### src/rtl/mcs_pkg.sv
package mcs_pkg;

  // Which bank wins the arbitration in a cycle.
  typedef enum logic [1:0] {
    GRP_NONE = 2'd0,
    GRP_IN   = 2'd1,
    GRP_OUT  = 2'd2,
    GRP_CPU  = 2'd3
  } grp_e;

endpackage

### src/rtl/mcs_prio_pick.sv
// Lowest-index-wins picker over a request vector.
module mcs_prio_pick #(
  parameter  int W  = 8,
  localparam int IW = (W > 1) ? $clog2(W) : 1
) (
  input  logic [W-1:0]  req,
  output logic          any,
  output logic [IW-1:0] idx
);

  assign any = |req;

  always_comb begin
    idx = '0;
    for (int i = W - 1; i >= 0; i--) begin
      if (req[i]) idx = IW'(i);
    end
  end

endmodule

### src/rtl/mcs_vp_ring.sv
// Turn pointer over the virtual processors with a cyclic search that
// passes over inactive entries. The pointer moves only on advance.
module mcs_vp_ring #(
  parameter  int N_VP = 8,
  localparam int IW   = (N_VP > 1) ? $clog2(N_VP) : 1
) (
  input  logic            clk,
  input  logic            rst,
  input  logic [N_VP-1:0] vp_active,
  input  logic            advance,
  output logic            any_active,
  output logic [IW-1:0]   sel
);

  logic [IW-1:0]   ptr;
  logic [N_VP-1:0] rot;
  logic [IW-1:0]   ridx;
  logic [IW:0]     sum;
  logic [IW-1:0]   nxt;

  // Rotate so that the pointer position lands at bit 0.
  always_comb begin
    for (int i = 0; i < N_VP; i++) begin
      int j;
      j = i + int'(ptr);
      if (j >= N_VP) j = j - N_VP;
      rot[i] = vp_active[j];
    end
  end

  mcs_prio_pick #(.W(N_VP)) u_pick (
    .req (rot),
    .any (any_active),
    .idx (ridx)
  );

  // Undo the rotation, modulo N_VP.
  always_comb begin
    sum = {1'b0, ptr} + {1'b0, ridx};
    if (sum >= (IW+1)'(N_VP)) sel = IW'(sum - (IW+1)'(N_VP));
    else                      sel = IW'(sum);
    nxt = (sel == IW'(N_VP - 1)) ? '0 : sel + IW'(1);
  end

  always_ff @(posedge clk) begin
    if (rst)                        ptr <= '0;
    else if (advance && any_active) ptr <= nxt;
  end

endmodule

### src/rtl/mem_cycle_scanner.sv
// Two-tier memory cycle arbiter: fixed priority over the controller
// banks, then a held cyclic turn among the virtual processors.
module mem_cycle_scanner
  import mcs_pkg::*;
#(
  parameter  int N_IN  = 8,
  parameter  int N_OUT = 8,
  parameter  int N_VP  = 8,
  localparam int GW    = N_IN + N_OUT + 1,
  localparam int VW    = (N_VP > 1) ? $clog2(N_VP) : 1,
  localparam int IIW   = (N_IN > 1) ? $clog2(N_IN) : 1,
  localparam int OIW   = (N_OUT > 1) ? $clog2(N_OUT) : 1
) (
  input  logic             clk,
  input  logic             rst,
  input  logic [N_IN-1:0]  in_req,
  input  logic [N_OUT-1:0] out_req,
  input  logic [N_VP-1:0]  vp_active,
  input  logic             instr_done,
  output logic [GW-1:0]    grant,
  output logic [VW-1:0]    vp_sel
);

  logic           in_any, out_any, vp_any;
  logic [IIW-1:0] in_idx;
  logic [OIW-1:0] out_idx;
  logic [VW-1:0]  ring_sel;
  grp_e           grp;
  logic [GW-1:0]  nxt_grant;
  logic [VW-1:0]  nxt_sel;

  mcs_prio_pick #(.W(N_IN)) u_in_pick (
    .req (in_req),
    .any (in_any),
    .idx (in_idx)
  );

  mcs_prio_pick #(.W(N_OUT)) u_out_pick (
    .req (out_req),
    .any (out_any),
    .idx (out_idx)
  );

  mcs_vp_ring #(.N_VP(N_VP)) u_ring (
    .clk        (clk),
    .rst        (rst),
    .vp_active  (vp_active),
    .advance    (instr_done),
    .any_active (vp_any),
    .sel        (ring_sel)
  );

  always_comb begin
    if (in_any)       grp = GRP_IN;
    else if (out_any) grp = GRP_OUT;
    else if (vp_any)  grp = GRP_CPU;
    else              grp = GRP_NONE;
  end

  always_comb begin
    nxt_grant = '0;
    nxt_sel   = '0;
    case (grp)
      GRP_IN:  nxt_grant[int'(in_idx)] = 1'b1;
      GRP_OUT: nxt_grant[N_IN + int'(out_idx)] = 1'b1;
      GRP_CPU: begin
        nxt_grant[GW-1] = 1'b1;
        nxt_sel         = ring_sel;
      end
      default: ;
    endcase
  end

  always_ff @(posedge clk) begin
    if (rst) begin
      grant  <= '0;
      vp_sel <= '0;
    end else begin
      grant  <= nxt_grant;
      vp_sel <= nxt_sel;
    end
  end

endmodule

### config.mk
export PLATFORM = sky130hd
export DESIGN_NAME = mem_cycle_scanner
export DESIGN_NICKNAME = d
export VERILOG_FILES = /design/src/rtl/mcs_pkg.sv /design/src/rtl/mcs_prio_pick.sv /design/src/rtl/mcs_vp_ring.sv /design/src/rtl/mem_cycle_scanner.sv
export SDC_FILE = /design/constraint.sdc
export NUM_CORES = 1
export LEC_CHECK = 0
export ABC_AREA = 1
export BUFFER_PORTS_ARGS = -buffer_cell sky130_fd_sc_hd__buf_2
export CAP_MARGIN = 20
export CELL_PAD_IN_SITES_DETAIL_PLACEMENT = 1
export CELL_PAD_IN_SITES_GLOBAL_PLACEMENT = 1
export CORE_MARGIN = 10
export CORE_UTILIZATION = 34
export CTS_CLUSTER_DIAMETER = 30
export CTS_CLUSTER_SIZE = 30
export DETAILED_ROUTE_END_ITERATION = 6
export PLACE_DENSITY_LB_ADDON = 0.1
export SETUP_SLACK_MARGIN = 0.15
export SLEW_MARGIN = 25
export SYNTH_ARGS = -nofsm -noshare
export SYNTH_HDL_FRONTEND = slang
export SYNTH_SLANG_ARGS = --single-unit
### constraint.sdc
create_clock -name clk -period 3.55 [get_ports clk]
set_input_delay 0.1775 -clock clk [delete_from_list [all_inputs] [get_ports clk]]
set_output_delay 0.1775 -clock clk [all_outputs]
set_load 0.02 [all_outputs]
==> flow_summary.ini <==
[cts]
clk_path_buf_depth = 2
postCtsResizedCells = 0
cts-root-buf = clkbuf_8
h-tree-depth = 1
cts_setup_buffers = 0
clock_latency_ns = 0.26
cts_made_buffers = 3
cts_sinks = 23
cts_tree = done
clk_pin_slew_ns = 0.08
holdBufCountCts = 0

[status]
status = complete, no violations

[setup_path]
cp_slowest_cell = fa_1
r2r_cells = 15
crit_required_ns = 3.70
critPathCaptureType = register
worstPathMaxFanout = 10
cpPeakStageDelay_ns = 0.45
crit_type = reg -> reg
path_cells = inv_6, ha_1, inv_1, nand3_1, nand3_1, nand2_1, a21oi_1, o21ai_0, nand2_1, a21boi_0, ha_1, fa_1, ha_1, o21ai_1, a21oi_1
cp.arrival_ns = 3.10
cp_common_cell = ha_1
worst_setup_path_start_kind = register

[cells_and_area]
fillers = 544
diodes = 0
multiInputGateArea_sq_um = 811
layout-drive-gt1-share = 0.272
area_growth_pct = 23.3
nNetsFinal = 290
final-seq-area_sq_um = 460

[logic_synthesis]
synth.avg_cell_area_sq_um = 6.74
synth.most_common_cell = nand2_1
synth_edf_count = 0
synth_cell_types = 28
ys_seq_elements = 23
yosys.area.top_type_share = 0.329
ys_warn_count = 0
netlist_top_cells_count = nand2_1, nor2_1, nand3_1
synth_ff_type = dfxtp_1
ys_seq_area_frac = 0.329
synthTopCellsByArea = dfxtp_1, nand2_1, nand3_1
syn_area_sq_um = 1400
synth_fp_nets = 240
yosysTopAreaCell = dfxtp_1
synthesis.instances = 208
ys_async_sr_fraction = 0

[placed_design]
hpwl_mm = 3.39
gp_congestion = 0.732
io_buffer_count = 46

[sta]
worstMarginPinSlew_ns = 0.568
fin_crit_ns = 2.94
grt_setup_unrepaired = no
setup-violations-final = 0
slew_headroom = 0.621
final.setup_skew_ns = 0.00358
maxSlewViolCount = 0
tns_ns = 0
fmax_ghz = 0.340
hold_viol_final = 0
min_period_over_period = 0.829

[routing]
post_drt_wl_per_cell_um = 12.4
num_vias = 1431
drt_first_iter_violations = 52
detail-route-antenna-nets = 0
via_per_inst = 4.66
dr.pass1.iters = 4
wirelength_mm = 3.82
drc = 0

[global_route]
grt_use_total = 0.110
first_global_vias = 1572
antenna_found_initial = 0
grt_max_degree = 14
grt_pass1_wl_mm = 6.89
overflow = 0

[floorplan]
io_pins = 47
die-area_sq_um = 7090
fp-row-count = 23
die_w_um = 84.2
fp.coreArea_sq_um = 4000
chipHeight_um = 84.2
start_util = 0.350

[pwr]
p_leak_nw = 0.950
irDropWorstVdd_mv = 0.203
powerDensity_nw_per_um2 = 706
p_total_mw = 1.22

[run]
maxCapViolCount = 0

[worst_hold_path]
holdCritPathClass = in -> reg
whs_path_depth = 2
==> report_power, final <==
group | internal (mW) | total, mW | leakage (nW) | switching, mW
Clock | 0.0781 | 0.159 | 0.0255 | 0.0807
Sequential | 0.273 | 0.303 | 0.187 | 0.0299
Combinational | 0.284 | 0.758 | 0.738 | 0.475
Total | 0.635 | 1.22 | 0.950 | 0.585
==> critical path: cells and delay by family, from the launching register on <==
family,cells,cell delay [ns]
flip-flops,1,0.40
buffers and inverters,2,0.18
adder cells (fa/ha/maj),4,1.31
AO/OA/AOI/OAI,5,0.57
AND/OR/NAND/NOR,4,0.36
==> per-stage QoR <==
| step | util | cells | area, sq um | hold WS [ns] | setup WS [ns] |
|---|---|---|---|---|---|
| 6_report | 0.432 | 307 | 1730 | 0.126 | 0.607 |
| 5_1_grt | 0.432 | 307 | 1730 | 0.126 | 0.294 |
| 4_1_cts | 0.432 | 307 | 1730 | 0.116 | 0.592 |
| 3_5_place_dp | 0.420 | 303 | 1680 | 0.396 | 0.603 |
| 3_3_place_gp | 0.420 | 303 | 1680 | 0.391 | 0.665 |
| 2_1_floorplan | - | 208 | 1400 | 0.250 | 0.704 |
==> sequential cells by signal, indices dropped and copies added, names as in the netlist <==
signal,cells
vp_sel,3
u_ring.ptr,3
grant,17
==> layout by cell type (no fill, tap or decap), types with 4 or more instances in the layout <==
cell type	instances
o21ai_0	4
inv_1	23
nand2_1	42
dfxtp_1	23
nand3_1	27
a21oi_1	8
nand2_2	11
buf_2	46
ha_1	4
nor2_1	32
nand4_1	5
==> final cells by class <==
type / count / area share
Clock inverter: 1 / 0.00290
Sequential cell: 23 / 0.266
Clock buffer: 3 / 0.0239
Inverter: 26 / 0.0594
Multi-Input combinational cell: 156 / 0.469
Tap cell: 50 / 0.0362
Timing Repair Buffer: 48 / 0.142
==> final timing paths <==
check | startpoint | end | slack, ns
worst min-delay path | rst | grant[0] | 0.13
worst min register to register | u_ring.ptr[1] | u_ring.ptr[1] | 0.55
worst max register to register | u_ring.ptr[0] | u_ring.ptr[1] | 0.61
worst max-delay path | u_ring.ptr[0] | u_ring.ptr[1] | 0.61
==> per-layer routing <==
layer,GRT usage,vias to the layer above,share of wire,wire length (um)
met2,0.189,19,0.49,1870
li1,-,762,-,-
met1,0.130,648,0.45,1710
met5,0,-,0,0
met4,0.0228,0,0.0050,19
met3,0.0377,2,0.058,222
==> cell families (layout without fill, tap and decap cells) <==
family | count (synthesis) | in the layout | synth area share
compound gates | 19 | 19 | 0.0759
flops | 23 | 23 | 0.329
simple gates | 125 | 125 | 0.404
fa+ha+maj | 5 | 5 | 0.0500
buf+inv | 29 | 78 | 0.0929
xor+xnor | 7 | 7 | 0.0491
(Power assumes the default switching activity.)
